--- src/rtl/lift_dwt_pkg.sv ---
package lift_dwt_pkg;

    localparam int SMP_W    = 8;
    localparam int TAPS     = 9;
    localparam int CAP_BITS = SMP_W * TAPS;
    localparam int SMP_MAX  = (2 ** (SMP_W - 1)) - 1;
    localparam int SMP_MIN  = -(2 ** (SMP_W - 1));

    // integer scaled lifting constants and their scale exponents
    localparam int ALPHA_K = 57;  localparam int ALPHA_SH = 5;
    localparam int GB_K    = 6;   localparam int GB_SH    = 8;
    localparam int GE_K    = 30;  localparam int GE_SH    = 6;
    localparam int AIN_K   = 35;  localparam int AIN_SH   = 5;
    localparam int AOUT_K  = 12;  localparam int AOUT_SH  = 8;
    localparam int EVN_K   = 26;  localparam int EVN_SH   = 5;
    localparam int ZETA_K  = 50;  localparam int ZETA_SH  = 5;

    typedef logic signed [SMP_W-1:0] smp_t;
    typedef logic [TAPS-1:0][SMP_W-1:0] window_t;

    typedef struct packed {
        smp_t ev_r;
        smp_t ev_l;
        smp_t od_r;
        smp_t od_l;
    } pair_st;

    typedef struct packed {
        smp_t pr;
        smp_t pl;
        smp_t qr;
        smp_t ql;
        smp_t es;
    } lift_st;

    typedef struct packed {
        smp_t d_a;
        smp_t d_b;
        smp_t d_c;
        smp_t a_a;
        smp_t a_b;
        smp_t a_c;
        smp_t a_d;
    } wgt_st;

    typedef struct packed {
        smp_t ai;
        smp_t di;
    } res_st;

    // sum of two samples with the LSB of the 9-bit result dropped
    function automatic smp_t add_trunc(smp_t a, smp_t b);
        logic signed [SMP_W:0] s;
        s = {a[SMP_W-1], a} + {b[SMP_W-1], b};
        return s[SMP_W:1];
    endfunction

    // constant product, arithmetic rescale, clamp to sample range
    function automatic smp_t cmul_sat(smp_t v, int k, int sh);
        logic signed [31:0] p;
        p = v * k;
        p = p >>> sh;
        if (p > SMP_MAX)
            return smp_t'(SMP_MAX);
        else if (p < SMP_MIN)
            return smp_t'(SMP_MIN);
        else
            return p[SMP_W-1:0];
    endfunction

endpackage

--- src/rtl/lift_capture.sv ---
module lift_capture
    import lift_dwt_pkg::*;
(
    input  logic    clk,
    input  logic    rst,
    input  logic    en,
    input  logic    ser_in,
    output window_t win
);

    logic [CAP_BITS-1:0] chain_q;

    always_ff @(posedge clk) begin
        if (rst)
            chain_q <= '0;
        else if (en)
            chain_q <= {chain_q[CAP_BITS-2:0], ser_in};
    end

    // oldest bit ends at the top: x-4 in element TAPS-1
    assign win = chain_q;


    cap_shift_chk: assert property (@(posedge clk) disable iff (rst)
        en |=> chain_q[0] == $past(ser_in));


    cap_hold_chk: assert property (@(posedge clk) disable iff (rst)
        !en |=> $stable(chain_q));


    cap_clear_chk: assert property (@(posedge clk)
        rst |=> chain_q == '0);

endmodule

--- src/rtl/lift_datapath.sv ---
module lift_datapath
    import lift_dwt_pkg::*;
(
    input  logic    clk,
    input  logic    rst,
    input  window_t win,
    output res_st   res
);

    smp_t xm4, xm3, xm2, xm1, x0, xp1, xp2, xp3, xp4;

    assign xm4 = win[8];
    assign xm3 = win[7];
    assign xm2 = win[6];
    assign xm1 = win[5];
    assign x0  = win[4];
    assign xp1 = win[3];
    assign xp2 = win[2];
    assign xp3 = win[1];
    assign xp4 = win[0];

    pair_st pair_q;
    lift_st lift_q;
    wgt_st  wgt_q;
    res_st  res_q;

    // stage 1: even pair sums
    always_ff @(posedge clk) begin
        if (rst) begin
            pair_q <= '0;
        end else begin
            pair_q.ev_r <= add_trunc(x0, xp2);
            pair_q.ev_l <= add_trunc(x0, xm2);
            pair_q.od_r <= add_trunc(xp2, xp4);
            pair_q.od_l <= add_trunc(xm2, xm4);
        end
    end

    // stage 2: predicted terms and even total
    always_ff @(posedge clk) begin
        if (rst) begin
            lift_q <= '0;
        end else begin
            lift_q.pr <= add_trunc(cmul_sat(pair_q.ev_r, ALPHA_K, ALPHA_SH), xp1);
            lift_q.pl <= add_trunc(cmul_sat(pair_q.ev_l, ALPHA_K, ALPHA_SH), xm1);
            lift_q.qr <= add_trunc(cmul_sat(pair_q.od_r, ALPHA_K, ALPHA_SH), xp3);
            lift_q.ql <= add_trunc(cmul_sat(pair_q.od_l, ALPHA_K, ALPHA_SH), xm3);
            lift_q.es <= add_trunc(pair_q.ev_r, pair_q.ev_l);
        end
    end

    // stage 3: weighted terms
    always_ff @(posedge clk) begin
        if (rst) begin
            wgt_q <= '0;
        end else begin
            wgt_q.d_a <= lift_q.pr;
            wgt_q.d_b <= cmul_sat(add_trunc(lift_q.pl, lift_q.qr), GB_K, GB_SH);
            wgt_q.d_c <= cmul_sat(pair_q.ev_r, GE_K, GE_SH);
            wgt_q.a_a <= cmul_sat(add_trunc(lift_q.pl, lift_q.pr), AIN_K, AIN_SH);
            wgt_q.a_b <= cmul_sat(add_trunc(lift_q.ql, lift_q.qr), AOUT_K, AOUT_SH);
            wgt_q.a_c <= cmul_sat(lift_q.es, EVN_K, EVN_SH);
            wgt_q.a_d <= cmul_sat(x0, ZETA_K, ZETA_SH);
        end
    end

    // stage 4: final sums
    always_ff @(posedge clk) begin
        if (rst) begin
            res_q <= '0;
        end else begin
            res_q.di <= add_trunc(add_trunc(wgt_q.d_a, wgt_q.d_b), wgt_q.d_c);
            res_q.ai <= add_trunc(add_trunc(wgt_q.a_a, wgt_q.a_b),
                                  add_trunc(wgt_q.a_c, wgt_q.a_d));
        end
    end

    assign res = res_q;


    dp_clear_chk: assert property (@(posedge clk)
        rst |=> (res_q == '0 && wgt_q == '0 && lift_q == '0 && pair_q == '0));


    dp_settle_chk: assert property (@(posedge clk) disable iff (rst)
        ($stable(win) && $stable(pair_q) && $stable(lift_q) && $stable(wgt_q))
            |=> $stable(res_q));

endmodule

--- src/rtl/lift_piso.sv ---
module lift_piso #(
    parameter int W = 8
) (
    input  logic         clk,
    input  logic         rst,
    input  logic         load,
    input  logic [W-1:0] par,
    output logic         ser
);

    logic [W-1:0] sh_q;
    logic         ld_q;

    always_ff @(posedge clk) begin
        if (rst) begin
            sh_q <= '0;
            ld_q <= 1'b0;
        end else begin
            ld_q <= load;
            if (load && !ld_q)
                sh_q <= par;
            else if (load)
                sh_q <= {sh_q[W-2:0], 1'b0};
        end
    end

    assign ser = sh_q[W-1];


    piso_load_chk: assert property (@(posedge clk) disable iff (rst)
        (load && !ld_q) |=> ser == $past(par[W-1]));


    piso_shift_chk: assert property (@(posedge clk) disable iff (rst)
        (load && ld_q) |=> ser == $past(sh_q[W-2]));


    piso_hold_chk: assert property (@(posedge clk) disable iff (rst)
        !load |=> $stable(sh_q));


    piso_clear_chk: assert property (@(posedge clk)
        rst |=> (sh_q == '0 && !ser));

endmodule

--- src/rtl/dwt_lift_core.sv ---
module dwt_lift_core
    import lift_dwt_pkg::*;
(
    input  logic clk,
    input  logic rst,
    input  logic en,
    input  logic ser_in,
    input  logic piso_load,
    output logic ai,
    output logic di
);

    localparam int LANES = 2;

    window_t win;
    res_st   res;
    logic [LANES-1:0][SMP_W-1:0] lane_par;
    logic [LANES-1:0]            lane_ser;

    lift_capture u_cap (
        .clk    (clk),
        .rst    (rst),
        .en     (en),
        .ser_in (ser_in),
        .win    (win)
    );

    lift_datapath u_dp (
        .clk (clk),
        .rst (rst),
        .win (win),
        .res (res)
    );

    assign lane_par[0] = res.ai;
    assign lane_par[1] = res.di;

    for (genvar g = 0; g < LANES; g++) begin : g_lane
        lift_piso #(.W(SMP_W)) u_piso (
            .clk  (clk),
            .rst  (rst),
            .load (piso_load),
            .par  (lane_par[g]),
            .ser  (lane_ser[g])
        );
    end

    assign ai = lane_ser[0];
    assign di = lane_ser[1];

endmodule

--- config.mk ---
export PLATFORM = sky130hd
export DESIGN_NAME = dwt_lift_core
export DESIGN_NICKNAME = d
export VERILOG_FILES = /design/src/rtl/lift_dwt_pkg.sv /design/src/rtl/lift_capture.sv /design/src/rtl/lift_datapath.sv /design/src/rtl/lift_piso.sv /design/src/rtl/dwt_lift_core.sv
export SDC_FILE = /design/constraint.sdc
export NUM_CORES = 1
export LEC_CHECK = 0
export BUFFER_PORTS_ARGS = -buffer_cell sky130_fd_sc_hd__buf_2
export CAP_MARGIN = 20
export CORE_ASPECT_RATIO = 0.5
export CORE_MARGIN = 2
export CORE_UTILIZATION = 65
export DETAILED_ROUTE_END_ITERATION = 8
export GPL_ROUTABILITY_DRIVEN = 0
export GPL_TIMING_DRIVEN = 0
export PLACE_DENSITY_LB_ADDON = 0.05
export SKIP_CTS_REPAIR_TIMING = 1
export SLEW_MARGIN = 20
export SYNTH_ARGS = -nofsm -noshare
export SYNTH_HDL_FRONTEND = slang
export SYNTH_SLANG_ARGS = --single-unit
--- constraint.sdc ---
create_clock -name clk -period 17.8 [get_ports clk]
set_input_delay 2.67 -clock clk [delete_from_list [all_inputs] [get_ports clk]]
set_output_delay 2.67 -clock clk [all_outputs]
set_load 0.05 [all_outputs]
Word level (Yosys, flattened, before mapping) --
Index checks and enable logic that the tools add are counted. W data, S select, Z words.
Storage, ports and cells: logic and storage cells 112, output and inout bits 2, register bits after elaboration 233, bits of input ports 5
Cells by class: magnitude comparators 20, reduce and logical (&&, ||, !) cells 9, multiplexer cells 28, multipliers 10, $add $sub $neg 17
Operators with widths (count):
- $mux W8 | 22
- $add A8 B8 Y9 | 17
- $mul A8 B7 Y15 const B | 5
- $gt A10 B8 Y1 const B | 6
- $lt A10 B8 Y1 const B | 6
- $mux W7 | 6
- $mul A8 B5 Y13 const B | 2
- $mul A8 B3 Y11 const B | 2
- $mul A8 B6 Y14 const B | 1
- $reduce_or A2 Y1 | 6
- $gt A9 B8 Y1 const B | 1
- $lt A9 B8 Y1 const B | 1
- $gt A4 B8 Y1 const B | 1
- $gt A5 B8 Y1 const B | 1
- $gt A8 B8 Y1 const B | 1
- $lt A4 B8 Y1 const B | 1
- $lt A5 B8 Y1 const B | 1
- $lt A8 B8 Y1 const B | 1
- $reduce_bool A2 Y1 | 1
- $logic_and A1 B1 Y1 | 1
- $logic_not A1 Y1 | 1

Longest topological paths before layout --
depth in word-level cells 6, gate-level depth with buffers 27, gate-level depth less buffers 26

Modules after synthesis --
Synthesis repeated with hierarchy kept, for this count alone.
Second synthesis, totals: cell total of the unflattened synthesis 2089, area, all modules 19263.5 µm²
By module, submodules not included:
- lift_datapath | area an instance 15905.3 µm², times used 1, cells each 1781, sequential area each 2762.6 µm²
- lift_capture | area an instance 2580.0 µm², times used 1, cells each 232, sequential area each 1441.4 µm²
- lift_piso | area an instance 389.1 µm², times used 2, cells each 38, sequential area each 180.2 µm²

Least setup slack after synthesis --
OpenSTA, ideal clock, no wires.
path kind register -> register, start point register u_dp.pair_q[14] (netlist bit), end point register u_dp.lift_q[23] (netlist bit), required time 17.735 ns, data arrival time 5.613 ns, setup slack 12.121 ns, cell stages (with the launch flop) 25, buffers on the path 0, cells stage by stage dfxtp_1 ha_1 fa_1 ha_1 inv_1 fa_1 inv_1 ha_1 a21o_1 a221oi_1 a21oi_1 or3_1 and2_1 a31oi_1 o211ai_1 a21o_1 fa_1 a21o_1 a21oi_1 nor2b_1 o21ai_0 nand2b_1 a2111oi_0 a21oi_1 nor2_1
Between the ends: cells in the longest elaborated chain, start to end 6, elaborated cells between the ends (all ways) 7
RTL lines:
- start: declaration | RTL line lift_datapath.sv:22 | pair_st pair_q;
- $mul A8 B7 Y15 * | RTL line lift_dwt_pkg.sv:61 | p = v * k;
- $lt A10 B8 Y1 | RTL line lift_dwt_pkg.sv:65 | else if (p < SMP_MIN)
- $mux W8 | RTL line lift_dwt_pkg.sv:65
- $mux W8 * | RTL line lift_dwt_pkg.sv:63 | if (p > SMP_MAX)
- $mux W8 * | RTL line lift_datapath.sv:41 | if (rst) begin
- $add A8 B8 Y9 * | RTL line lift_dwt_pkg.sv:54 | s = {a[SMP_W-1], a} + {b[SMP_W-1], b};
- end: declaration | RTL line lift_datapath.sv:23 | lift_st lift_q;
Every way passes the cells marked *; elsewhere a longest branch is shown, timed or not. The select of a mux whose other input is x is not followed. A chain may end at the register's enable or synchronous reset.

Worst setup path after layout --
Ends and elaborated chain as after synthesis.

==> impl_metrics.yaml <==
cells_and_area:
  syn_to_final_growth_pct: 6.25
  seqCellArea_um2: 4540
  drive_gt1_frac: 0.0301
  final_cell_area_um2: 20600
  fin_nets: 2617
  multi_input_area_um2: 13700
  fill_cells: 2379
  diodes: 0
yosys:
  yosysSeqAreaShare: 0.234
  syn_area_um2: 19400
  ys.flop_type: "dfxtp_1"
  netlist_instances: 2151
  ys_top_cells_by_count: "338 x ha_1, 266 x inv_1, 230 x nor2_1"
  yosys_warnings: 0
  synth_xor_xnor_area_share: 0.0713
  ys_ff_latch: 227
  synth_top_family_by_area: "adder cells"
  ys_types: 76
  synthAdderAreaFrac: 0.316
  synth_top_area_cell: "dfxtp_1"
  yosys-top-cells-area: "dfxtp_1 23%, ha_1 22%, fa_1 9.8%"
  synth_nets: 2589
  synth_enable_flop_cells: 0
  yosys.area_share.simple: 0.129
  yosys-mux-area-fraction: 0.0493
  synth_compound_area_frac: 0.141
  async_reset_ff_frac: 0
  synthMostInstantiatedCell: "ha_1"
  yosys.area.top_type_share: 0.234
  syn_area_per_cell_um2: 9.02
floorplan:
  io-pin-count: 7
  num_rows: 44
  start_util: 0.665
  fp.dieH_um: 126
  die_w_um: 248
  dieArea_um2: 31300
  core_region_area_um2: 29200
grt:
  grt_pass1_vias: 14100
  grt_max_degree: 17
  grt_usage: 0.271
  antenna_found_initial: 2
  grt_pass1_wl_mm: 68.3
  grt_overflow: 0
placement:
  pre_cts_slack_ps: 11420
  port_buffers: 5
  place_hpwl_mm: 33.1
  dpl_cell_area_um2: 19900
routing:
  firstDrtPassIters: 5
  vias: 14600
  wl_per_cell_um: 16.0
  drt_iter0_drc: 702
  wl_mm: 41.3
  drc: 0
  drt-vias-per-instance: 5.63
  ant_nets: 0
setup_path:
  cp-end-kind: "flip-flop"
  cp_max_fo: 6
  startpoint_type: "flip-flop"
  critPathSlowestCell: "dfxtp_1"
  critPathKind: "flip-flop to flip-flop"
  worst_path_largest_cell_delay_ps: 530
  required_ps: 18270
  cp_data_arrival_time_ps: 6890
  path_cells: "ha_1 -> fa_1 -> ha_1 -> inv_1 -> fa_1 -> inv_1 -> ha_1 -> and3_1 -> a221oi_1 -> a21oi_1 -> or3_1 -> and2_1 -> a31oi_1 -> o211ai_1 -> a21o_1 -> fa_1 -> a21o_1 -> a21oi_1 -> nor2b_1 -> o21ai_0 -> nand2b_1 -> a2111oi_0 -> a21oi_1 -> nor2_1"
cts:
  clk_path_buf_depth: 3
  cts_sinks: 227
  ctsHtreeMaxLevel: 1
  root_buffer: "clkbuf_16"
  cts_tree: "done"
  cts_buffers: 21
  clock_latency_ps: 530
  clkSlewWorstSetupHoldPaths_ps: 70
sta:
  slew_violations: 0
  fmax_mhz: 156
  rsz0062_at_grt: "false"
  relSlewSlack: 0.253
  min_period_ps: 6430
  tightestPinTransition_ps: 1120
  setup_viol: 0
  fin_crit_sh: 0.361
  hold_viol: 0
  holdWs_ps: 462
  fin_skew_ps: 27.2
  post-route-worst-setup-slack_ps: 11370
  setup-tns-final_ps: 0
pwr:
  leakage_nw: 10.7
  powerDensity_nw_per_um2: 49.2
  ir_drop_mv: 0.0652
run:
  drv_cap: 0
status:
  status: "complete, no violations"
hold_path:
  hp-class: "flip-flop to flip-flop"
==> sequential cells by signal, summed over array words and instances, names as in the netlist <==
signal / cells
u_dp.pair_q: 32
u_cap.win: 72
u_dp.wgt_q: 50
u_dp.res: 16
g_lane.u_piso.sh_q: 16
g_lane.u_piso.ld_q: 1
u_dp.lift_q: 40
==> final timing paths <==
| kind | start | to | slack (ps) | cells past startpoint |
|---|---|---|---|---|
| worst min register to register | u_dp.res[0] | g_lane[1].u_piso.sh_q[0] | 460 | 2 |
| worst min-delay path | u_dp.res[0] | g_lane[1].u_piso.sh_q[0] | 460 | 2 |
| worst max-delay path | u_dp.pair_q[14] | u_dp.lift_q[23] | 11370 | 24 |
| worst max register to register | u_dp.pair_q[14] | u_dp.lift_q[23] | 11370 | 24 |
==> worst max-delay path, delay by kind of cell (launching register included) <==
| kind | cells | cell delay [ps] |
|---|---|---|
| AO/OA/AOI/OAI | 10 | 2340 |
| adder cells (fa/ha/maj) | 6 | 2360 |
| buffers and inverters | 2 | 90 |
| flip-flops | 1 | 530 |
| AND/OR/NAND/NOR | 6 | 1040 |
==> placed cells by master (no fill, tap or decap), drive strengths merged, types with 9 or more instances in the layout <==
cell / n
fa: 95
o21ai: 55
a21oi: 131
nand2b: 26
ha: 338
nand2: 51
a211oi: 18
nor3: 38
buf: 21
nor2: 230
a21o: 44
xor2: 39
o21a: 20
xnor2: 119
a31oi: 15
inv: 267
dfxtp: 227
nor2b: 54
nand3: 29
mux2i: 90
and2: 14
o21bai: 47
and3: 16
clkbuf: 57
a41o: 9
nor3b: 10
==> cells by family after synthesis <==
logic type | count (synthesis)
xor+xnor | 158
flops | 227
mux | 95
compound gates | 414
simple gates | 512
buf+inv | 312
fa+ha+maj | 433
==> per-stage QoR <==
step                instances  power [W]   util
CTS                      2584    0.00102  0.707
global placement         2547   0.000555  0.683
detailed placement       2547   0.000555  0.683
floorplan                2151   0.000544      -
global route             2584    0.00104  0.707
finish                   2584    0.00102  0.707
==> final cells by class <==
type                            instances  share of cell area
Clock buffer                           27              0.0285
Multi-Input combinational cell       1612               0.664
Sequential cell                       227               0.220
Timing Repair Buffer                    5             0.00121
Inverter                              266              0.0484
Tap cell                              391              0.0237
Buffer                                 46             0.00843
Clock inverter                         10             0.00540
==> power by group <==
group	internal, W	total, W	leakage, nW	switching, W
logic	0.00000876	0.0000328	8.50	0.0000240
registers	0.000510	0.000511	1.83	0.00000123
clock network	0.000264	0.000472	0.350	0.000208
total	0.000782	0.00102	10.7	0.000233
==> per-layer routing <==
layer,part of all wire,track usage
met3,0.041,0.0403
met4,0.016,0.0494
met2,0.43,0.435
met1,0.51,0.391
met5,0.00065,0
No activity file was read; power rests on OpenSTA's default activity.
